### config.mk
export PLATFORM = sky130hd
export DESIGN_NAME = rdo_ctrl
export DESIGN_NICKNAME = d
export VERILOG_FILES = /design/src/rtl/rdo_pkg.sv /design/src/rtl/rdo_trig_edge.sv /design/src/rtl/rdo_seq.sv /design/src/rtl/rdo_irq.sv /design/src/rtl/rdo_ctrl.sv
export SDC_FILE = /design/constraint.sdc
export NUM_CORES = 1
export LEC_CHECK = 0
export BUFFER_PORTS_ARGS = -buffer_cell sky130_fd_sc_hd__buf_2
export CAP_MARGIN = 20
export CORE_MARGIN = 8
export CORE_UTILIZATION = 46
export CTS_CLUSTER_DIAMETER = 150
export DETAILED_ROUTE_END_ITERATION = 12
export HOLD_SLACK_MARGIN = 0.12
export PLACE_DENSITY = 0.76
export SLEW_MARGIN = 5
export SYNTH_ARGS = -nofsm -noshare
export SYNTH_HDL_FRONTEND = slang
export SYNTH_SLANG_ARGS = --single-unit
### constraint.sdc
create_clock -name clk_i -period 1.7 [get_ports clk_i]
set_clock_uncertainty 0.1 [all_clocks]
set_input_delay 0.17 -clock clk_i [delete_from_list [all_inputs] [get_ports clk_i]]
set_output_delay 0.17 -clock clk_i [all_outputs]
set_load 0.1 [all_outputs]
### src/rtl/rdo_pkg.sv
package rdo_pkg;
  typedef enum logic [2:0] {
    ST_IDLE  = 3'd0,
    ST_AVAIL = 3'd1,
    ST_INIT  = 3'd2,
    ST_READY = 3'd3,
    ST_COPY  = 3'd4,
    ST_WBUF  = 3'd5,
    ST_WVAL  = 3'd6,
    ST_WPROC = 3'd7
  } rdo_state_e;

  localparam int unsigned NUM_ST = 8;
endpackage

### src/rtl/rdo_trig_edge.sv
module rdo_trig_edge (
  input  logic clk_i,
  input  logic rst_ni,
  input  logic clr_i,
  input  logic arm_i,
  input  logic trig_i,
  output logic fell_o,
  output logic fall_now_o
);
  logic trig_q, fell_q;

  assign fall_now_o = trig_q & ~trig_i;
  assign fell_o     = fell_q;

  always_ff @(posedge clk_i or negedge rst_ni) begin
    if (!rst_ni) begin
      trig_q <= 1'b0;
      fell_q <= 1'b0;
    end else begin
      trig_q <= trig_i;
      if (clr_i || arm_i)   fell_q <= 1'b0;
      else if (fall_now_o)  fell_q <= 1'b1;
    end
  end
endmodule

### src/rtl/rdo_seq.sv
module rdo_seq
  import rdo_pkg::*;
#(
  parameter int unsigned NUM_BUF = 10,
  parameter int unsigned CNT_W   = 4
) (
  input  logic               clk_i,
  input  logic               rst_ni,
  input  logic               soft_rst_i,
  input  logic               run_req_i,
  input  logic               solo_i,
  input  logic               init_i,
  input  logic               trig_i,
  input  logic               abort_i,
  input  logic               sync_i,
  input  logic               copy_done_i,
  input  logic               freeze_i,
  input  logic               eor_i,
  input  logic               fell_i,
  input  logic               fall_now_i,
  input  logic [NUM_BUF-1:0] valid_i,
  output rdo_state_e         state_o,
  output logic [CNT_W-1:0]   cnt_o,
  output logic               busy_o,
  output logic               ev_trig_o,
  output logic               ev_copy_o,
  output logic               ev_init_o,
  output logic               ev_val_o
);
  localparam logic [CNT_W-1:0] LAST = CNT_W'(NUM_BUF - 1);

  rdo_state_e       st_q, st_d;
  logic [CNT_W-1:0] cnt_q, cnt_d, nxt;
  logic             eorh_q, eorh_d;
  logic             abort_ok;

  assign nxt      = (cnt_q == LAST) ? '0 : cnt_q + 1'b1;
  assign abort_ok = abort_i & trig_i & ~fell_i;

  always_comb begin
    st_d      = st_q;
    cnt_d     = cnt_q;
    eorh_d    = eorh_q;
    ev_trig_o = 1'b0;
    ev_copy_o = 1'b0;
    ev_init_o = 1'b0;
    ev_val_o  = 1'b0;
    unique case (st_q)
      ST_IDLE:  if (run_req_i) st_d = ST_AVAIL;
      ST_AVAIL: begin
        if (!run_req_i) st_d = ST_IDLE;
        else if (init_i) begin
          st_d      = ST_INIT;
          cnt_d     = '0;
          ev_init_o = 1'b1;
        end
      end
      ST_INIT:  if (solo_i || sync_i) st_d = ST_READY;
      ST_READY: begin
        if (init_i) begin
          st_d      = ST_INIT;
          ev_init_o = 1'b1;
        end else if (trig_i) begin
          st_d      = ST_COPY;
          ev_trig_o = 1'b1;
        end
      end
      ST_COPY: begin
        if (abort_ok) st_d = ST_READY;
        else if (copy_done_i) begin
          st_d      = ST_WBUF;
          ev_copy_o = 1'b1;
        end
      end
      ST_WBUF: begin
        if (abort_ok) st_d = ST_READY;
        else if (!valid_i[nxt]) st_d = ST_WVAL;
      end
      ST_WVAL: begin
        if (abort_ok) st_d = ST_READY;
        else if (fell_i || fall_now_i) begin
          ev_val_o = 1'b1;
          cnt_d    = nxt;
          if (freeze_i || eor_i) begin
            st_d   = ST_WPROC;
            eorh_d = eor_i;
          end else st_d = ST_READY;
        end
      end
      ST_WPROC: if (!freeze_i && !eor_i) st_d = eorh_q ? ST_AVAIL : ST_READY;
      default:  st_d = ST_IDLE;
    endcase
    if (soft_rst_i) begin
      st_d      = ST_IDLE;
      cnt_d     = '0;
      eorh_d    = 1'b0;
      ev_trig_o = 1'b0;
      ev_copy_o = 1'b0;
      ev_init_o = 1'b0;
      ev_val_o  = 1'b0;
    end
  end

  always_ff @(posedge clk_i or negedge rst_ni) begin
    if (!rst_ni) begin
      st_q   <= ST_IDLE;
      cnt_q  <= '0;
      eorh_q <= 1'b0;
    end else begin
      st_q   <= st_d;
      cnt_q  <= cnt_d;
      eorh_q <= eorh_d;
    end
  end

  always_comb begin
    unique case (st_q)
      ST_IDLE, ST_INIT, ST_COPY, ST_WBUF, ST_WPROC: busy_o = 1'b1;
      default:                                      busy_o = solo_i;
    endcase
  end

  assign state_o = st_q;
  assign cnt_o   = cnt_q;
endmodule

### src/rtl/rdo_irq.sv
module rdo_irq #(
  parameter int unsigned IRQ_W = 14
) (
  input  logic             clk_i,
  input  logic             rst_ni,
  input  logic             soft_rst_i,
  input  logic [IRQ_W-1:0] set_i,
  input  logic             wr_i,
  input  logic [IRQ_W-1:0] wdata_i,
  input  logic             mwr_i,
  input  logic [IRQ_W-1:0] mwdata_i,
  output logic [IRQ_W-1:0] stat_o,
  output logic             irq_no
);
  logic [IRQ_W-1:0] stat_q, mask_q, keep;

  assign keep = wr_i ? wdata_i : '1;  // clear beats set

  always_ff @(posedge clk_i or negedge rst_ni) begin
    if (!rst_ni) begin
      stat_q <= '0;
      mask_q <= '0;
    end else if (soft_rst_i) begin
      stat_q <= '0;
      mask_q <= '0;
    end else begin
      stat_q <= (stat_q | set_i) & keep;
      if (mwr_i) mask_q <= mwdata_i;
    end
  end

  assign stat_o = stat_q;
  assign irq_no = ~|(stat_q & mask_q);
endmodule

### src/rtl/rdo_ctrl.sv
module rdo_ctrl
  import rdo_pkg::*;
#(
  parameter  int unsigned NUM_BUF = 10,
  localparam int unsigned CNT_W   = $clog2(NUM_BUF),
  localparam int unsigned IRQ_W   = NUM_BUF + 4
) (
  input  logic              clk_i,
  input  logic              rst_ni,
  input  logic              soft_rst_i,
  input  logic              run_req_i,
  input  logic              solo_i,
  input  logic              init_i,
  input  logic              trig_i,
  input  logic              abort_i,
  input  logic              sync_i,
  input  logic              copy_done_i,
  input  logic              freeze_i,
  input  logic              eor_i,
  input  logic              irq_wr_i,
  input  logic [IRQ_W-1:0]  irq_wdata_i,
  input  logic              mask_wr_i,
  input  logic [IRQ_W-1:0]  mask_wdata_i,
  output logic              busy_o,
  output logic [NUM_ST-1:0] state_o,
  output logic [CNT_W-1:0]  buf_cnt_o,
  output logic [IRQ_W-1:0]  irq_status_o,
  output logic              irq_no
);
  localparam int unsigned B_TRIG = NUM_BUF + 1;
  localparam int unsigned B_COPY = NUM_BUF + 2;
  localparam int unsigned B_INIT = NUM_BUF + 3;

  rdo_state_e       st;
  logic             fell, fall_now;
  logic             ev_trig, ev_copy, ev_init, ev_val;
  logic [IRQ_W-1:0] set_vec;

  rdo_trig_edge i_edge (
    .clk_i     (clk_i),
    .rst_ni    (rst_ni),
    .clr_i     (soft_rst_i),
    .arm_i     (ev_trig),
    .trig_i    (trig_i),
    .fell_o    (fell),
    .fall_now_o(fall_now)
  );

  rdo_seq #(.NUM_BUF(NUM_BUF), .CNT_W(CNT_W)) i_seq (
    .clk_i      (clk_i),
    .rst_ni     (rst_ni),
    .soft_rst_i (soft_rst_i),
    .run_req_i  (run_req_i),
    .solo_i     (solo_i),
    .init_i     (init_i),
    .trig_i     (trig_i),
    .abort_i    (abort_i),
    .sync_i     (sync_i),
    .copy_done_i(copy_done_i),
    .freeze_i   (freeze_i),
    .eor_i      (eor_i),
    .fell_i     (fell),
    .fall_now_i (fall_now),
    .valid_i    (irq_status_o[NUM_BUF:1]),
    .state_o    (st),
    .cnt_o      (buf_cnt_o),
    .busy_o     (busy_o),
    .ev_trig_o  (ev_trig),
    .ev_copy_o  (ev_copy),
    .ev_init_o  (ev_init),
    .ev_val_o   (ev_val)
  );

  assign set_vec[0]      = busy_o;
  assign set_vec[B_TRIG] = ev_trig;
  assign set_vec[B_COPY] = ev_copy;
  assign set_vec[B_INIT] = ev_init;

  for (genvar g = 0; g < NUM_BUF; g++) begin : g_vset
    assign set_vec[1+g] = ev_val && (buf_cnt_o == CNT_W'(g));
  end

  for (genvar g = 0; g < NUM_ST; g++) begin : g_st
    assign state_o[g] = (st == rdo_state_e'(g));
  end

  rdo_irq #(.IRQ_W(IRQ_W)) i_irq (
    .clk_i     (clk_i),
    .rst_ni    (rst_ni),
    .soft_rst_i(soft_rst_i),
    .set_i     (set_vec),
    .wr_i      (irq_wr_i),
    .wdata_i   (irq_wdata_i),
    .mwr_i     (mask_wr_i),
    .mwdata_i  (mask_wdata_i),
    .stat_o    (irq_status_o),
    .irq_no    (irq_no)
  );
endmodule

# Word level (Yosys, flattened, before mapping)
# Cells that the tools add are included.
# totals
regBits	38
elab_cells	131
input_bits	42
latchBits	0
output_inout_bits	28
romBits	0
memories	0
mem_bits_rw	0
# classes
n_mul	0
div_mod_pow	0
mux	54
shifts	0
bitwise	8
n_lt_le_gt_ge	1
eq_ne	29
n_addsub	1
reduce_logical	31
# ops
op	count
$mux 14	4
$mux 3	15
$and 14x14->14	2
$mux 1	24
$mux 4	6
$pmux 3 s8	1
$eq 4x3->1 const B	4
$or 14x14->14	1
$reduce_or 14->1	1
$eq 3x3->1 const B	4
$ne 3x3->1 const B	4
$logic_and 1x1->1	11
$reduce_bool 2->1	5
$ne 3x2->1 const B	3
$eq 4x2->1 const B	2
$eq 4x4->1 const B	2
$ne 4x3->1 const B	2
$ne 4x4->1 const B	2
$pmux 4 s2	1
$reduce_and 8->1	1
$eq 3x2->1 const B	2
$lt 4x5->1 const B	1
$reduce_and 5->1	1
$reduce_or 5->1	1
other kinds (16)	24

# Depth between registers and ports, before layout
# logic_depth
ltp_word	11
ltp_mapped	7
ltp_nobuf	6

# Modules after synthesis
# Synthesis repeated with hierarchy kept, for this count alone.
# hier_totals
hier_cells	244
hier_area_um2	2217.1
# by_module_without_submodules
module	area_per_inst_um2	cells_per_inst	instances	seq_area_each_um2
rdo_irq	1161.1	102	1	700.7
rdo_seq	833.3	112	1	200.2
rdo_ctrl	147.6	25	1	0.0
rdo_trig_edge	75.1	5	1	50.0

# Worst setup path before layout
# No wires, ideal clock.
# synth_timing
kind	register to register
from	reg i_seq.st_q[2] (netlist: i_seq.state_o[2])
to	reg i_seq.st_q[2] (netlist: i_seq.state_o[2])
setup_ns	0.265
stages_incl_launch_ff	4
t_arrival_ns	2.647
t_required_ns	1.335
synth_period_minus_slack_ns	3.012
path_slack_ns	-1.312
path_buffers	1
path_cell_list	dfrtp_1 > clkbuf_1 > nor3_1 > a2111oi_2
# synth_between
elab_chain_cells	3
elab_cells_between_ends	19
cone_classes	15 x eq/ne; 2 x mux; 2 x reduce/logical
# synth_lines
element	line	text
start: declaration	rdo_seq.sv:32	rdo_state_e st_q, st_d;
start signal: assignment	rdo_seq.sv:110	st_q <= st_d;
$logic_not 3->1 *	--	
net state_o[0]	rdo_ctrl.sv:25	output logic [NUM_ST-1:0] state_o,
$ne 3x3->1 (no source line) / $pmux 3 s8 (equally long branches)	--	
$reduce_and 8->1 (no source line) / $mux 3 (equally long branches)	--	
# Mark *: on every way through the listed nets, which the timed path passes. The rest lies on a longest branch.
# A chain may end at the register's enable or synchronous reset.

# Final worst setup path
# layout_timing
from	reg i_seq.cnt_q[2] (netlist: i_seq.cnt_o[2])
to	reg i_seq.st_q[2] (netlist: i_seq.state_o[2])
# layout_between
elab_chain_cells	6
elab_cells_between_ends	7
cone_classes	1 x add/sub; 2 x eq/ne; 3 x mux; 1 x reduce/logical
# layout_lines
element	line	text
start: declaration	rdo_seq.sv:33	logic [CNT_W-1:0] cnt_q, cnt_d, nxt;
start signal: assignment	rdo_seq.sv:111	cnt_q <= cnt_d;
$add 4x1->4 / $eq 4x4->1 (equally long branches)	rdo_seq.sv:37	assign nxt = (cnt_q == LAST) ? '0 : cnt_q + 1'b1;
$mux 4 *	rdo_seq.sv:37	
$bmux 1 s4 *	rdo_seq.sv:77	else if (!valid_i[nxt]) st_d = ST_WVAL;
$mux 1 (implied by the code) *	rdo_seq.sv:77	
$ne 4x3->1 (no source line) *	--	
$reduce_and 8->1 (no source line) *	--	
# Mark *: on every way between the ends. The rest lies on a longest branch, timed or not. The select of a mux whose other input is x is not followed.

==> metrics.txt <==
cell with the most instances after synthesis=sky130_fd_sc_hd__dfrtp_1; layout cells sized above 1=55.4%; Clock transition at path regs=about 80 ps; max cap viols=0; effective utilization at floorplan=a little under half; biggest fanout along the worst timing path=8; clk sinks=38; Util after Layout=88.3%; outcome=finished, violations left; count of unique library cells instantiated by Yosys=47; worst slew margin relative to its limit=62.6%; fillcell total=about 190; global routing usage summed across all routing layers=24.7%; die outline area=between 7000 and 8000 sq um; CTS Root Cell=sky130_fd_sc_hd__clkbuf_8; Critical Path Sink Type=register; total count of hold-check failures in the final report=0; Final min period=2090 ps; clock latency on the worst-skew pair=300 ps; Remaining DRCs=0; Warnings, synthesis=0; total number of placement rows=25; Max Slew Vio Count=0; violated checks=setup timing; placed instance count=396; worst voltage drop across the vdd grid=roughly 1.1 mV; dominant synthesized flop cell=sky130_fd_sc_hd__dfrtp_1; Synth Register Bits=38; Routed wire per std cell=between 20 and 25 um; number of levels in the clock H-tree=2; non-filler cells in the finished layout=approximately 460; reported leakage power=1.93 nW; setup slack, reg-to-reg=-390 ps; sequential share of the synthesized area=44.4%; most common library cells after synthesis=sky130_fd_sc_hd__dfrtp_1 (38), sky130_fd_sc_hd__nor2_1 (33), sky130_fd_sc_hd__a21oi_1 (19); register area=973 sq um; Syn Nets=276; Total Wirelength=10.7 mm; Std-Cell Core Area=roughly 4600 sq um; worst-case reg-to-reg path depth=7; DR vias/cell=6.11; final number of setup-violating endpoints=27; die height=84.3 um; data required time at the worst endpoint=between 1500 and 2000 ps; post-synthesis instance total=234; worst setup slack after layout=-393 ps; fraction of registers with async set or reset after synthesis=100%; slew at the pin with the worst max-slew slack=557 ps; count of buffering cells on the critical path with inverters included=1; Final GP Congestion=0.856; Area growth syn-to-layout=89.4%; setup repair after global routing missed its margin=true; cell depth of the worst min-delay path=3; top cell type's share of synthesized area=44.4%; Hold Crit Class=input port to register; total area of multi-input combinational cells=1400 sq um; detailed-routing iteration count for the pre-antenna-repair pass=5; data arrival time at the worst-slack endpoint=2180 ps; total global routing overflow=0; CTS tree=yes; largest area contributor in the synthesized netlist=sky130_fd_sc_hd__dfrtp_1; critical-path cell list=buf_4 -> nand2b_1 -> o21ai_1 -> a21oi_2 -> o21ai_2 -> a21o_1 -> a2111oi_4; Layout Nets=442; highest-delay cell along the critical path=sky130_fd_sc_hd__dfrtp_2; type of the worst setup path=register to register; logic depth of the worst path, buffers included=7; startpoint class of the critical path=register; Max Root-Sink Buffers=2; vias in the first global route=about 2,800; antenna violations before repair=0; Post-synth EDFFs=0; total power density per cell area=slightly above 1000 nW/um^2; Port-buffer cells=69; Detail Placement HPWL=5.44 mm; diode insertion count for antenna repair=0; synthesized area divided by synthesized cell count=9.16 sq um; first-pass GRT wire length=14.2 mm; critical path's largest stage delay=440 ps; peak clock frequency supported by timing=between 400 and 500 MHz; leading post-synthesis cells by cell area=sky130_fd_sc_hd__dfrtp_1 (44%), sky130_fd_sc_hd__mux2i_1 (6.5%), sky130_fd_sc_hd__nor2_1 (5.8%), sky130_fd_sc_hd__a21oi_1 (4.4%), sky130_fd_sc_hd__nor2b_1 (4.4%); Top Family by Delay on Critical Path=compound AO/OA/AOI/OAI gates; largest net degree at the start of global routing=36; I/O pins=70; post-synth design cell area=2140 sq um; DRC violation total after the first TritonRoute iteration=350; total via count after detailed routing=2,780; number of buffers added by the clock tree synthesis step=5; DIE WIDTH=84.3 um; number of nets with antenna violations after routing=0; fraction of the cycle the final worst path needs=123%
-- tightest hold or removal path, delay by kind of cell --
family,cells,cell delay (ps)
buf+inv,1,100
simple gates,2,230
-- placed cells by master, fill, tap and decap left out, types with 12 or more instances in the layout --
cell	count
sky130_fd_sc_hd__mux2i_1	14
sky130_fd_sc_hd__dfrtp_2	12
sky130_fd_sc_hd__buf_6	20
sky130_fd_sc_hd__dlygate4sd3_1	31
sky130_fd_sc_hd__buf_2	59
sky130_fd_sc_hd__dfrtp_1	24
sky130_fd_sc_hd__nor2_1	25
sky130_fd_sc_hd__buf_4	50
sky130_fd_sc_hd__nor2b_1	14
-- path summary, 6_finish.rpt --
path | start | end
worst max-delay path | i_seq.cnt_o[2]$_DFFE_PN0P_ | i_seq.state_o[2]$_DFFE_PN0P_
max in group asynchronous | rst_ni | i_irq.stat_o[11]$_DFF_PN0_
worst min-delay path | irq_wdata_i[3] | i_irq.stat_o[3]$_DFF_PN0_
worst max register to register | i_seq.cnt_o[2]$_DFFE_PN0P_ | i_seq.state_o[2]$_DFFE_PN0P_
worst min register to register | i_irq.mask_q[4]$_DFFE_PN0P_ | i_irq.mask_q[4]$_DFFE_PN0P_
min in group asynchronous | rst_ni | i_seq.state_o[2]$_DFFE_PN0P_
-- sequential cells by signal, summed over array words and instances (netlist names) --
signal	flops
i_seq.state_o	3
i_seq.eorh_q	1
i_edge.fell_o	1
i_edge.trig_q	1
i_irq.mask_q	14
i_seq.cnt_o	4
i_irq.stat_o	14
-- area by class of cell --
class	count	share of cell area, %
Inverter	11	1.08
Sequential cell	38	24.0
Timing Repair Buffer	172	35.3
Tap cell	54	1.66
Multi-Input combinational cell	172	34.5
Clock buffer	6	2.03
Clock inverter	2	1.48
-- metrics by stage --
stage	power (mW)	setup WS, ps	hold slack, ps	setup TNS, ps	cell area [sq um]
2_1_floorplan	2.05	-617	-226	-4920	2250
3_3_place_gp	2.62	-163	15.5	-1770	3140
3_5_place_dp	2.66	-252	17.8	-2620	3140
4_1_cts	3.85	-393	131	-1750	3810
5_1_grt	4.31	-442	148	-5380	4060
6_report	4.19	-393	147	-4050	4060
-- routing by layer --
| metal | GRT usage [%] | vias to the layer above | routed length [um] |
|---|---|---|---|
| met5 | 0 | - | 0 |
| met4 | 14.6 | 0 | 889 |
| met3 | 6.10 | 84 | 893 |
| met2 | 43.4 | 212 | 5230 |
| met1 | 26.0 | 1316 | 3690 |
| li1 | - | 1168 | - |
-- kinds of logic after synthesis --
kind of cell | after synthesis | share of synthesized area, %
buffers and inverters | 24 | 5.14
AND/OR/NAND/NOR | 93 | 22.4
flip-flops | 38 | 44.4
XOR/XNOR | 1 | 0.409
AO/OA/AOI/OAI | 64 | 21.1
multiplexers | 14 | 6.54
-- power by group --
group          total (mW)  leakage, nW  switching, mW  internal, mW
Clock               0.982       0.0714          0.356         0.627
Sequential           1.02        0.490         0.0574         0.964
Combinational        2.19         1.37           1.26         0.925
-- timing repair --
item | CTS | global route
hold buffers | 31 | 0
hold endpoints to repair | 67 | 0
gates resized for setup | 39 | 41
gates cloned | 0 | 0
pin swaps | 30 | 27
endpoints found under the setup margin | 30 | 28
setup buffers | 13 | 11
(Power assumes the default switching activity.)
